**config.mk**
```make
export PLATFORM = sky130hd
export DESIGN_NAME = bus_xcvr18
export DESIGN_NICKNAME = d
export VERILOG_FILES = /design/src/rtl/bxv_pkg.sv /design/src/rtl/bxv_rise_det.sv /design/src/rtl/bxv_lane.sv /design/src/rtl/bus_xcvr18.sv
export SDC_FILE = /design/constraint.sdc
export NUM_CORES = 1
export LEC_CHECK = 0
export ABC_AREA = 1
export BUFFER_PORTS_ARGS = -buffer_cell sky130_fd_sc_hd__buf_2
export CORE_UTILIZATION = 53
export DETAILED_ROUTE_END_ITERATION = 10
export PLACE_DENSITY = 0.86
export SYNTH_ARGS = -nofsm -noshare
export SYNTH_HDL_FRONTEND = slang
export SYNTH_SLANG_ARGS = --single-unit
```
**constraint.sdc**
```tcl
create_clock -name clk -period 3.2 [get_ports clk]
set_clock_uncertainty 0.1 [all_clocks]
set_input_delay 0.16 -clock clk [delete_from_list [all_inputs] [get_ports clk]]
set_output_delay 0.16 -clock clk [all_outputs]
set_load 0.02 [all_outputs]
```
**src/rtl/bxv_pkg.sv**
```systemverilog
package bxv_pkg;

    localparam int unsigned LANE_W = 18;

    typedef logic [LANE_W-1:0] word_t;

    typedef struct packed {
        logic pass;
        logic strobe;
        logic ce_n;
        logic oe_n;
    } lane_ctl_t;

    function automatic logic load_now(input lane_ctl_t ctl, input logic rise);
        return (!ctl.pass) && (!ctl.ce_n) && rise;
    endfunction

endpackage

```
**src/rtl/bxv_rise_det.sv**
```systemverilog
module bxv_rise_det (
    input  logic clk,
    input  logic rst,
    input  logic lvl,
    output logic rise
);
    logic lvl_q;

    always_ff @(posedge clk) begin
        if (rst) lvl_q <= lvl;
        else     lvl_q <= lvl;
    end

    assign rise = lvl & ~lvl_q;


    single_pulse_chk: assert property (@(posedge clk) disable iff (rst)
        rise |=> !rise);

endmodule

```
**src/rtl/bxv_lane.sv**
```systemverilog
module bxv_lane
    import bxv_pkg::*;
#(
    parameter int unsigned W = LANE_W
) (
    input  logic         clk,
    input  logic         rst,
    input  logic [W-1:0] din,
    input  lane_ctl_t    ctl,
    output logic [W-1:0] dout,
    output logic         drv
);
    logic [W-1:0] held;
    logic         rise;
    logic         take;

    bxv_rise_det u_rise (
        .clk  (clk),
        .rst  (rst),
        .lvl  (ctl.strobe),
        .rise (rise)
    );

    assign take = load_now(ctl, rise);

    always_ff @(posedge clk) begin
        if (rst)           held <= '0;
        else if (ctl.pass) held <= din;
        else if (take)     held <= din;
    end

    assign dout = ctl.pass ? din : held;
    assign drv  = (!ctl.oe_n) && (!rst);


    held_clear_chk: assert property (@(posedge clk)
        rst |=> (held == '0));


    always_comb begin
        if (rst === 1'b1) begin
            drv_off_in_reset_chk: assert (drv == 1'b0);
        end
    end


    follow_while_open_chk: assert property (@(posedge clk) disable iff (rst)
        ctl.pass |=> (held == $past(din)));


    hold_no_edge_chk: assert property (@(posedge clk) disable iff (rst)
        (!ctl.pass && !rise) |=> $stable(held));


    hold_gated_chk: assert property (@(posedge clk) disable iff (rst)
        (!ctl.pass && ctl.ce_n) |=> $stable(held));


    load_on_edge_chk: assert property (@(posedge clk) disable iff (rst)
        (!ctl.pass && !ctl.ce_n && rise) |=> (held == $past(din)));

endmodule

```
**src/rtl/bus_xcvr18.sv**
```systemverilog
module bus_xcvr18
    import bxv_pkg::*;
#(
    parameter int unsigned W = LANE_W
) (
    input  logic         clk,
    input  logic         rst,
    input  logic [W-1:0] a_in,
    input  logic         ab_pass,
    input  logic         ab_strobe,
    input  logic         ab_ce_n,
    input  logic         ab_oe_n,
    output logic [W-1:0] b_out,
    output logic         b_drv,
    input  logic [W-1:0] b_in,
    input  logic         ba_pass,
    input  logic         ba_strobe,
    input  logic         ba_ce_n,
    input  logic         ba_oe_n,
    output logic [W-1:0] a_out,
    output logic         a_drv
);
    localparam int unsigned NDIR = 2;

    lane_ctl_t    ctl  [NDIR];
    logic [W-1:0] din  [NDIR];
    logic [W-1:0] dout [NDIR];
    logic         drv  [NDIR];

    assign ctl[0] = '{pass: ab_pass, strobe: ab_strobe, ce_n: ab_ce_n, oe_n: ab_oe_n};
    assign ctl[1] = '{pass: ba_pass, strobe: ba_strobe, ce_n: ba_ce_n, oe_n: ba_oe_n};
    assign din[0] = a_in;
    assign din[1] = b_in;

    for (genvar g = 0; g < NDIR; g++) begin : g_dir
        bxv_lane #(.W(W)) u_lane (
            .clk  (clk),
            .rst  (rst),
            .din  (din[g]),
            .ctl  (ctl[g]),
            .dout (dout[g]),
            .drv  (drv[g])
        );
    end

    assign b_out = dout[0];
    assign b_drv = drv[0];
    assign a_out = dout[1];
    assign a_drv = drv[1];

endmodule

```
# Yosys cells after proc, flatten, opt, wreduce, memory -nomap -nowiden
# Index checks and enable logic that the tools add are counted.
totals:
  reg_bits: 38
  inputBits: 46
  output_inout_bits: 38
  elab_cells: 29
classes:
  muxes: 6
  n_bitwise: 4
  n_reduce_logical: 15
op_table:
  columns: ["operator", "n"]
  rows:
  - ["18-bit 2-to-1 mux", 6]
  - ["1-bit zero test", 7]
  - ["1-bit logical AND", 6]
  - ["2-bit nonzero test", 2]
  - ["1-bit bitwise AND", 2]
  - ["1-bit inverter", 2]

# Longest topological paths before layout
# Gate-level depths: netlist of run 1.
depth:
  depth_word: 5
  ltp_mapped: 6
  ltp_nobuf: 6

# Hierarchy
# From an unflattened synthesis of run 1, not the netlist that was laid out.
unflattened:
  cells_unflattened: 326
  hier_area_um2: 2089.5
modules_own_cells:
  columns: ["module", "instances", "cells_each", "area_per_inst_um2", "seq_area_each_um2"]
  rows:
  - ["bxv_lane", 2, 160, 1014.7, 360.3]
  - ["bxv_rise_det", 2, 3, 30.0, 20.0]

# Worst setup path before layout of run 1
# Ideal clock, no wire load.
synth_path:
  path_kind: "input -> output"
  start: "input port ba_pass"
  end: "output port a_out[12]"
  arrival_time_ns: 0.986
  path_slack_ns: 1.954
  stages: 4
  path_buffers: 2
  cell_sequence: "buf_4 -> inv_4 -> buf_2 -> o21ai_0"
synth_via:
  elab_chain_len: 1
synth_lines:
  columns: ["item", "line_no", "source"]
  rows:
  - ["start, declared", "bus_xcvr18.sv:16", "input logic ba_pass,"]
  - ["18-bit 2-to-1 mux", "bxv_lane.sv:32", "assign dout = ctl.pass ? din : held;"]
  - ["end, declared", "bus_xcvr18.sv:20", "output logic [W-1:0] a_out,"]
# Every way passes these cells.

# Worst setup path in the final report of run 1
layout_path:
  start: "input port ba_strobe"
  end: "register g_dir[1].u_lane.held[15]"
layout_via:
  elab_chain_len: 3
layout_lines:
  columns: ["item", "line_no", "source"]
  rows:
  - ["start, declared", "bus_xcvr18.sv:17", "input logic ba_strobe,"]
  - ["1-bit bitwise AND", "bxv_rise_det.sv:14", "assign rise = lvl & ~lvl_q;"]
  - ["1-bit logical AND", "bxv_pkg.sv:15", "return (!ctl.pass) && (!ctl.ce_n) && rise;"]
  - ["2-bit nonzero test (no line)", null, null]
  - ["end signal, assigned", "bxv_lane.sv:28", "else if (ctl.pass) held <= din;"]
  - ["end signal, assigned", "bxv_lane.sv:29", "else if (take) held <= din;"]
  - ["end, declared", "bxv_lane.sv:13", "logic [W-1:0] held;"]
# Every way passes these cells.
# A chain may end at the register's enable or synchronous reset.

==> flow_metrics.env, run 1 <==
export IMPL_clkTransAtPathRegs_ns=0.07
export IMPL_setup_violations=0
export IMPL_cpMostUsedCell="nand2_1"
export IMPL_p_leak_nw=1.39
export IMPL_grtUsageTotal_pct=22.5
export IMPL_synthAdderAreaFrac_pct=0
export IMPL_antenna_found_initial=0
export IMPL_htreeDepth=2
export IMPL_timing_final_hold_violations=0
export IMPL_grt_overflow_total=0
export IMPL_wl_per_cell_um=10.4
export IMPL_start_util_pct=57.1
export IMPL_crit_path_top_delay_cell="dlygate4sd3_1"
export IMPL_insertion_delay_ns=0.29
export IMPL_postRouteAntennaNets=0
export IMPL_netlist_area_um2=2170
export IMPL_grt_max_degree=38
export IMPL_die_w_um=66
export IMPL_grt_pass1_wl_um=7560
export IMPL_syn_area_per_cell_um2=6.76
export IMPL_syn_to_final_growth_pct=20.4
export IMPL_worstPathMaxFanout=27
export IMPL_async_flop_share_pct=0
export IMPL_dieArea_um2=4360
export IMPL_path_cells="dlygate4sd3_1 > buf_2 > nand2_4 > nand2_2 > nand2_1 > nand2_1 > nor2_1"
export IMPL_viasPerCell=4.92
export IMPL_comb_power_share_pct=25.4
export IMPL_ys_seq_elements=38
export IMPL_syn_nets=367
export IMPL_sw_frac_of_total_pct=31.5
export IMPL_holdWs_ns=0.00653
export IMPL_yosys_warnings=0
export IMPL_drive_gt1_share_pct=31.4
export IMPL_maxCapViolations=0
export IMPL_worst_slew_pin_slew_ns=0.605
export IMPL_power_share_clock_pct=29.4
export IMPL_rows=22
export IMPL_numCtsBuffers=5
export IMPL_routed_wl_um=4630
export IMPL_io_buffers=83
export IMPL_yosysMostFrequentCell="nand2_1"
export IMPL_hp_class="primary input to register"
export IMPL_design_core_area_um2=3800
export IMPL_synthXorXnorAreaFrac_pct=0
export IMPL_num_antenna_cells=0
export IMPL_max_stage_delay_ns=0.53
export IMPL_synth_cells=321
export IMPL_synth_top_family_by_area="simple AND/OR/NAND/NOR gates"
export IMPL_internal_power_uw=787
export IMPL_synth_simple_area_share_pct=35.0
export IMPL_critPathLaunchType="primary input"
export IMPL_synth_compound_area_share_pct=15.4
export IMPL_synth_area_leader_cell="dfxtp_1"
export IMPL_drc=0
export IMPL_via_count=2181
export IMPL_power_total_mw=1.15
export IMPL_p_sw_uw=362
export IMPL_slew_headroom_pct=59.6
export IMPL_yosys_top_cells_count="nand2_1 (77), dfxtp_1 (38), inv_1 (36), nor2_1 (36), o21ai_0 (36)"
export IMPL_rsz0062_at_grt="false"
export IMPL_io_pins=84
export IMPL_seq_power_share_pct=45.2
export IMPL_synth_edff_count=0
export IMPL_final_nets=440
export IMPL_ys_seq_area_share_pct=35.0
export IMPL_peakVddDrop_mv=0.329
export IMPL_cts_resized=0
export IMPL_hpwl_um=3090
export IMPL_cts_buffer_depth=2
export IMPL_synthMuxAreaShare_pct=0
export IMPL_synth_area_leaders="dfxtp_1 (35%), nand2_1 (13%), nand3_2 (8.8%), o21ai_0 (8.3%), a21oi_1 (7.1%)"
export IMPL_drt_pass1_iterations=4
export IMPL_maxSlewViolCount=0
export IMPL_period_share_pct=44.7
export IMPL_die_y_um=66
export IMPL_powerDensity_nw_per_um2=440
export IMPL_synthFlopType="dfxtp_1"
export IMPL_cts_sinks=38
export IMPL_dp_cells=431
export IMPL_place_congestion=0.766
export IMPL_period_needed_ns=1.43
export IMPL_stdcell_count=443
export IMPL_path_class="primary input to register"
export IMPL_cts_root_buf="clkbuf_8"
export IMPL_postCtsSetupBuffers=0
export IMPL_status="finished, final reports clean"
export IMPL_crit_required_ns=3.32
export IMPL_cts_tree="built"
export IMPL_grt_pass1_vias=1902
export IMPL_synth_top_area_share_pct=35.0
export IMPL_fmax_ghz=0.699
export IMPL_dr_first_iter_drc_count=141
export IMPL_netlist_cell_type_count=17
export IMPL_cp_arrival_ns=1.56
export IMPL_worstSetupEndpointType="register"
export IMPL_fin_setup_tns_ns=0
[layout by cell type, fill, tap and decap left out, drive strengths merged]
cell type    instances
inv                 39
clkbuf               7
buf                 83
clkinv               1
a21oi               31
o21ai               36
nand2               80
dfxtp               38
dlygate4sd3          4
nor2                45
nand3               31
[layout make-up]
class / count / area (um^2)
clock buffer: 7 / 86.3
clock inverter: 1 / 5.00
fill: 316 / 1180
inverter: 39 / 151
multi-input combinational: 223 / 1090
sequential: 38 / 761
tap: 48 / 60.1
timing repair buffer: 87 / 455
[metrics by stage]
stage	cell area (um^2)	utilization (%)	setup slack (ns)
finish	2610	68.8	1.77
floorplan	2170	-	1.95
global route	2610	68.8	1.61
detailed placement	2480	65.3	1.77
global placement	2480	65.3	1.80
CTS	2610	68.8	1.79
[final timing paths]
| check | from | to | slack [ns] | cells after the start |
|---|---|---|---|---|
| max | ba_strobe | g_dir[1].u_lane.held[15] | 1.77 | 7 |
| min | a_in[8] | g_dir[0].u_lane.held[8] | 0.007 | 3 |
| max reg2reg | g_dir[1].u_lane.u_rise.lvl_q | g_dir[1].u_lane.held[15] | 1.90 | 6 |
| min reg2reg | g_dir[1].u_lane.held[12] | g_dir[1].u_lane.held[12] | 0.39 | 2 |
[repair_timing]
item                                    CTS  global route
hold endpoints to repair                  4             0
hold buffers                              4             0
endpoints found under the setup margin    0             0
[kinds of logic (layout without fill, tap and decap cells)]
group	Yosys count	after routing
AO/OA/AOI/OAI	67	67
AND/OR/NAND/NOR	156	156
buffers and inverters	60	134
flip-flops	38	38
[flip-flops by register name, indices dropped and copies added, names as in the netlist]
register	count
g_dir.u_lane.held	36
g_dir.u_lane.u_rise.lvl_q	2
[routing by layer]
metal	wire length (um)	global-route usage [%]	part of all wire, %
met2	2160	40.8	47
met3	321	5.34	6.9
met5	0	0	0
met4	100	9.84	2.2
met1	2040	24.5	44
[critical path: cells and delay by family]
family / cells / cell delay, ns
buffers and inverters: 2 / 0.67
AND/OR/NAND/NOR: 5 / 0.72
[power groups by stage]
stage	Combinational [mW]	Sequential, mW	Clock (mW)
floorplan	0.211	0.528	0
global placement	0.280	0.529	0
detailed placement	0.287	0.530	0
CTS	0.292	0.519	0.346
global route	0.325	0.522	0.370
finish	0.292	0.519	0.338
No activity file was read; power rests on OpenSTA's default activity.
==> run 2, diff against run 1 <==
--- a/config.mk
+++ b/config.mk
@@ -7,9 +7,9 @@
 export LEC_CHECK = 0
 export ABC_AREA = 1
 export BUFFER_PORTS_ARGS = -buffer_cell sky130_fd_sc_hd__buf_2
-export CORE_UTILIZATION = 53
+export CORE_UTILIZATION = 44
 export DETAILED_ROUTE_END_ITERATION = 10
-export PLACE_DENSITY = 0.86
+export PLACE_DENSITY = 0.76
 export SYNTH_ARGS = -nofsm -noshare
 export SYNTH_HDL_FRONTEND = slang
 export SYNTH_SLANG_ARGS = --single-unit
==> constraint.sdc (replaced) <==
create_clock -name clk -period 1.21 [get_ports clk]
set_clock_uncertainty 0.1 [all_clocks]
set_input_delay 0.0605 -clock clk [delete_from_list [all_inputs] [get_ports clk]]
set_output_delay 0.0605 -clock clk [all_outputs]
set_load 0.02 [all_outputs]
==> run 2 against run 1 <==
Net effect: the flow now finishes with violations (negative setup slack); wire length increased by 20%; non-clock buffer count up 38; worst setup slack lost 1.8 ns; cell count increased by 13%; total power increased to 2.8 times the previous value; highest routed layer unchanged.
==> flow_metrics.env, run 2 (synthesis results as in run 1) <==
export IMPL_final_nets=479
export IMPL_grtUsageTotal_pct=20.4
export IMPL_rrSetupSlack_ns=0.04
export IMPL_post_dp_cell_area_um2=2580
export IMPL_start_util_pct=46.0
export IMPL_grt_pass1_wl_um=8330
export IMPL_design_core_area_um2=4720
export IMPL_crit_required_ns=1.05
export IMPL_numCtsBuffers=5
export IMPL_cp_arrival_ns=1.06
export IMPL_power_total_mw=3.18
export IMPL_grt_pass1_vias=1941
export IMPL_die_y_um=72.2
export IMPL_drive_gt1_share_pct=31.3
export IMPL_period_needed_ns=1.22
export IMPL_largest_register_ffs=36
export IMPL_routed_wl_um=5560
export IMPL_drc=0
export IMPL_cts_tree="built"
export IMPL_seq_area_um2=761
export IMPL_ff2ff_path_depth=4
export IMPL_fmax_ghz=0.818
export IMPL_htreeDepth=2
export IMPL_crit_end="b_out[3]"
export IMPL_regMostFlops="g_dir.u_lane.held"
export IMPL_via_count=2315
export IMPL_met2_length_um=2810
export IMPL_fin_area_um2=3130
export IMPL_wl_met1_um=2400
export IMPL_wl_per_cell_um=11.1
export IMPL_timing_final_hold_violations=0
export IMPL_maxCapViolations=0
export IMPL_rsz0062_at_grt="true"
export IMPL_die_w_um=72.2
export IMPL_period_share_pct=101
export IMPL_io_buffers=83
export IMPL_rows=25
export IMPL_postRouteAntennaNets=0
export IMPL_r2r_end="g_dir[0].u_lane.held[4]"
export IMPL_insertion_delay_ns=0.28
export IMPL_grt_overflow_total=0
export IMPL_fin_ws_ns=-0.0130
export IMPL_dr_wl_met3_um=267
export IMPL_p_leak_nw=1.58
export IMPL_r2r_start="g_dir[0].u_lane.u_rise.lvl_q"
export IMPL_powerDensity_nw_per_um2=1020
export IMPL_multi_input_area_um2=1150
export IMPL_worstSetupEndpointType="output port"
export IMPL_fill_cells=388
export IMPL_hpwl_um=3140
export IMPL_drt_pass1_iterations=4
export IMPL_cts_buffer_depth=2
export IMPL_final_cell_mix="nand2_1 (76), buf_2 (69), dfxtp_1 (38), dlygate4sd3_1 (38)"
export IMPL_layout_commonest_cell="nand2_1"
export IMPL_cts_sinks=38
export IMPL_hp_class="primary input to register"
export IMPL_maxSlewViolCount=0
export IMPL_antenna_found_initial=0
export IMPL_io_pins=84
export IMPL_worst_slew_pin_slew_ns=0.392
export IMPL_cts_root_buf="clkbuf_8"
export IMPL_peakVddDrop_mv=0.703
export IMPL_status="finished with violations"
export IMPL_place_congestion=0.731
export IMPL_grt_max_degree=37
export IMPL_worstPathMaxFanout=2
export IMPL_dieArea_um2=5220
export IMPL_syn_to_final_growth_pct=44.0
export IMPL_top_regs="g_dir.u_lane.held x36, g_dir.u_lane.u_rise.lvl_q x2"
export IMPL_slew_headroom_pct=73.9
export IMPL_setup_violations=1
export IMPL_critPathLaunch="a_in[3]"
export IMPL_clkTransAtPathRegs_ns=0.07
export IMPL_path_class="primary input to output port"
export IMPL_dr_first_iter_drc_count=99
export IMPL_critPathLaunchType="primary input"
export IMPL_failed_checks="negative setup slack"
export IMPL_routed_top_layer="met4"
export IMPL_num_antenna_cells=0
export IMPL_viasPerCell=4.64
## run 2: changes by cell type in the layout (fill, tap and decap cells not counted), sizes merged
cell	previous run	this run
dlygate4sd3	4	38
buf	83	87
clkbuf	7	6
clkinv	1	0
nand2	80	81
## run 2: final cells by class
cell class | count | area share, %
multi-input combinational | 224 | 36.9
timing repair buffer | 125 | 28.6
sequential | 38 | 24.3
inverter | 39 | 4.84
tap | 67 | 2.68
clock buffer | 6 | 2.64
## run 2: power breakdown
part	leakage [nW]	switching [mW]	internal, mW
Sequential	0.317	0.0274	1.35
Combinational	1.22	0.549	0.401
Clock	0.0431	0.417	0.439
## run 2: per-stage QoR
| stage | TNS, ns | std cells | hold slack, ns | worst slack, ns | util (%) |
|---|---|---|---|---|---|
| after floorplan | 0 | 321 | -0.0118 | 0.163 | - |
| after global placement | 0 | 456 | 0.109 | 0.0458 | 54.5 |
| after detailed placement | 0 | 456 | 0.112 | 0.0221 | 54.5 |
| after CTS | 0 | 500 | 0.147 | 0.0118 | 64.5 |
| after global routing | -0.103 | 499 | 0.174 | -0.0502 | 66.2 |
| final | -0.0130 | 499 | 0.153 | -0.0130 | 66.2 |
## run 2: metal layers
metal | up-vias | track usage [%]
met1 | 1006 | 24.6
met3 | 8 | 5.83
met5 | - | 0
met4 | 0 | 7.19
met2 | 69 | 34.7
li1 | 1232 | -
## run 2: worst max-delay path, cell delays in order
cell and delay (ns):
dlygate4sd3_1 0.54, buf_2 0.13, nand2_1 0.09, o21ai_2 0.07, buf_4 0.16
## run 2: how the worst min path moves through the flow
stage	slack [ns]	cells after the start	end	startpoint
global route	0.17	5	g_dir[1].u_lane.held[0]	rst
global placement	0.11	1	g_dir[0].u_lane.u_rise.lvl_q	ab_strobe
detailed placement	0.11	1	g_dir[0].u_lane.u_rise.lvl_q	ab_strobe
floorplan	-0.01	0	g_dir[0].u_lane.u_rise.lvl_q	ab_strobe
CTS	0.15	5	g_dir[1].u_lane.held[6]	rst
finish	0.15	5	g_dir[1].u_lane.held[4]	rst
## run 2: timing repair
item | 4_1_cts | 5_1_grt
hold buffers | 38 | 0
endpoints found under the hold margin | 38 | 0
cloned | 0 | 1
pin swaps | 0 | 2
buffers inserted | 0 | 0
resized for setup | 2 | 43
endpoints found under the setup margin | 2 | 33
==> run 3, diff against run 2 <==
--- a/config.mk
+++ b/config.mk
@@ -6,10 +6,11 @@
 export NUM_CORES = 1
 export LEC_CHECK = 0
 export ABC_AREA = 1
-export BUFFER_PORTS_ARGS = -buffer_cell sky130_fd_sc_hd__buf_2
+export BUFFER_PORTS_ARGS = -buffer_cell sky130_fd_sc_hd__buf_4
 export CORE_UTILIZATION = 44
 export DETAILED_ROUTE_END_ITERATION = 10
 export PLACE_DENSITY = 0.76
 export SYNTH_ARGS = -nofsm -noshare
 export SYNTH_HDL_FRONTEND = slang
 export SYNTH_SLANG_ARGS = --single-unit
+export TNS_END_PERCENT = 1
==> run 3 against run 2 <==
Net effect: the run now ends clean; cell count grew 1.2%; flip-flop and latch count unchanged; sequential share of layout area fell by 1.5 points; non-clock buffer count up 5; core utilization increased by 4.3 points; wire length grew 0.40%; worst setup slack improved by 0.030 ns; critical path depth unchanged.
==> flow_metrics.env, run 3 (synthesis results as in run 1) <==
export IMPL_clkTransAtPathRegs_ns=0.07
export IMPL_largest_register_ffs=36
export IMPL_dieArea_um2=5220
export IMPL_setup_violations=0
export IMPL_maxSlewViolCount=0
export IMPL_io_buffers=83
export IMPL_hp_class="primary input to register"
export IMPL_ff2ff_path_depth=5
export IMPL_worstSetupEndpointType="output port"
export IMPL_final_nets=483
export IMPL_fill_cells=391
export IMPL_peakVddDrop_mv=0.705
export IMPL_regMostFlops="g_dir.u_lane.held"
export IMPL_status="finished, final reports clean"
export IMPL_postRouteAntennaNets=0
export IMPL_cp_top_family="buffers and inverters"
export IMPL_cp_arrival_ns=1.03
export IMPL_fmax_ghz=0.839
export IMPL_timing_final_hold_violations=0
export IMPL_worstSetupPathDepth=5
export IMPL_p_leak_nw=1.70
export IMPL_die_y_um=72.2
export IMPL_insertion_delay_ns=0.28
export IMPL_cpMostUsedCell="buf_4"
export IMPL_rrSetupSlack_ns=0.09
export IMPL_worstPathMaxFanout=2
export IMPL_path_buf_inv=3
export IMPL_grt_pass1_wl_um=9110
export IMPL_top_regs="g_dir.u_lane.held x36, g_dir.u_lane.u_rise.lvl_q x2"
export IMPL_fin_area_um2=3330
export IMPL_drive_gt1_share_pct=31.7
export IMPL_multi_input_area_um2=1110
export IMPL_cts_tree="built"
export IMPL_grtUsageTotal_pct=22.0
export IMPL_path_class="primary input to output port"
export IMPL_cts_sinks=38
export IMPL_final_cell_mix="buf_4 (87), nand2_1 (77), dfxtp_1 (38), nor2_1 (36), inv_1 (34)"
export IMPL_rows=25
export IMPL_r2r_end="g_dir[0].u_lane.held[0]"
export IMPL_period_needed_ns=1.19
export IMPL_wl_per_cell_um=11.1
export IMPL_via_count=2352
export IMPL_crit_path_top_delay_cell="dlygate4sd3_1"
export IMPL_layout_commonest_cell="buf_4"
export IMPL_place_congestion=0.772
export IMPL_cts_buffer_depth=2
export IMPL_post_dp_cell_area_um2=2840
export IMPL_power_total_mw=3.30
export IMPL_seq_area_um2=761
export IMPL_rsz0062_at_grt="true"
export IMPL_drt_pass1_iterations=4
export IMPL_numCtsBuffers=5
export IMPL_viasPerCell=4.66
export IMPL_crit_end="b_out[4]"
export IMPL_r2r_start="g_dir[0].u_lane.u_rise.lvl_q"
export IMPL_grt_pass1_vias=2080
export IMPL_die_w_um=72.2
export IMPL_hpwl_um=3490
export IMPL_cts_root_buf="clkbuf_8"
export IMPL_design_core_area_um2=4720
export IMPL_antenna_found_initial=0
export IMPL_num_antenna_cells=0
export IMPL_grt_overflow_total=0
export IMPL_dr_first_iter_drc_count=140
export IMPL_powerDensity_nw_per_um2=992
export IMPL_syn_to_final_growth_pct=53.4
export IMPL_start_util_pct=46.0
export IMPL_drc=0
export IMPL_grt_max_degree=37
export IMPL_maxCapViolations=0
export IMPL_htreeDepth=2
export IMPL_fin_setup_tns_ns=0
export IMPL_critPathLaunch="a_in[4]"
export IMPL_io_pins=84
export IMPL_period_share_pct=98.6
export IMPL_crit_required_ns=1.05
export IMPL_slew_headroom_pct=73.7
export IMPL_worst_slew_pin_slew_ns=0.394
export IMPL_critPathLaunchType="primary input"
export IMPL_path_cells="dlygate4sd3_1 > buf_4 > nand2_1 > o21ai_0 > buf_4"
export IMPL_max_stage_delay_ns=0.53
export IMPL_routed_wl_um=5580
## run 3: changes by cell type in the layout (fill, tap and decap cells not counted), sizes merged
cell	before	now
buf	87	93
dlymetal6s4s	0	4
nand2	81	80
clkbuf	6	7
clkinv	0	1
dlygate4sd3	38	33
## run 3: worst register-to-register path: stages (launching register included)
cell and delay, ns:
dfxtp_1 0.31, nor2_2 0.12, nand2_4 0.08, buf_12 0.16
a21oi_1 0.17, nor2_1 0.08
## run 3: layer usage
metal	wire length, um	up-vias	track usage [%]
met5	0	-	0
met4	38	0	4.79
met3	303	4	4.58
met2	2800	70	38.4
met1	2440	1042	28.0
li1	-	1236	-
## run 3: worst min-delay path by stage
stage	cells past startpoint	to	from
2_1_floorplan	0	g_dir[0].u_lane.u_rise.lvl_q	ab_strobe
3_5_place_dp	1	g_dir[0].u_lane.u_rise.lvl_q	ab_strobe
3_3_place_gp	1	g_dir[1].u_lane.u_rise.lvl_q	ba_strobe
5_1_grt	4	g_dir[1].u_lane.held[8]	rst
6_report	5	g_dir[1].u_lane.held[14]	b_in[14]
4_1_cts	5	g_dir[1].u_lane.held[14]	b_in[14]
## run 3: layout make-up
cell class / instances / share of cell area, %
clock inverter: 1 / 0.150
inverter: 39 / 4.55
timing repair buffer: 130 / 34.1
clock buffer: 7 / 2.59
multi-input combinational: 223 / 33.2
tap: 67 / 2.52
sequential: 38 / 22.8
## run 3: metrics by stage
step	utilization, %	setup WS, ns	cells	hold WS, ns
6_report	70.5	0.0175	505	0.00915
5_1_grt	70.5	-0.00710	505	0.0223
4_1_cts	69.9	0.00472	505	0.00537
3_5_place_dp	60.1	0.128	460	0.0979
3_3_place_gp	60.1	0.155	460	0.0971
2_1_floorplan	-	0.163	321	-0.0118
## run 3: power breakdown
group	internal (mW)	leakage (nW)	total (mW)	switching (mW)
Combinational	0.490	1.34	1.04	0.550
Clock	0.460	0.0482	0.890	0.430
Sequential	1.35	0.317	1.37	0.0260
Total	2.30	1.70	3.30	1.01
## run 3: what timing repair did
action | 4_1_cts | 5_1_grt
hold buffers | 37 | 0
setup buffers | 0 | 0
gates resized for setup | 2 | 31
cloned | 0 | 0
pin swaps | 0 | 0
setup endpoints to repair | 2 | 29
endpoints found under the hold margin | 37 | 0
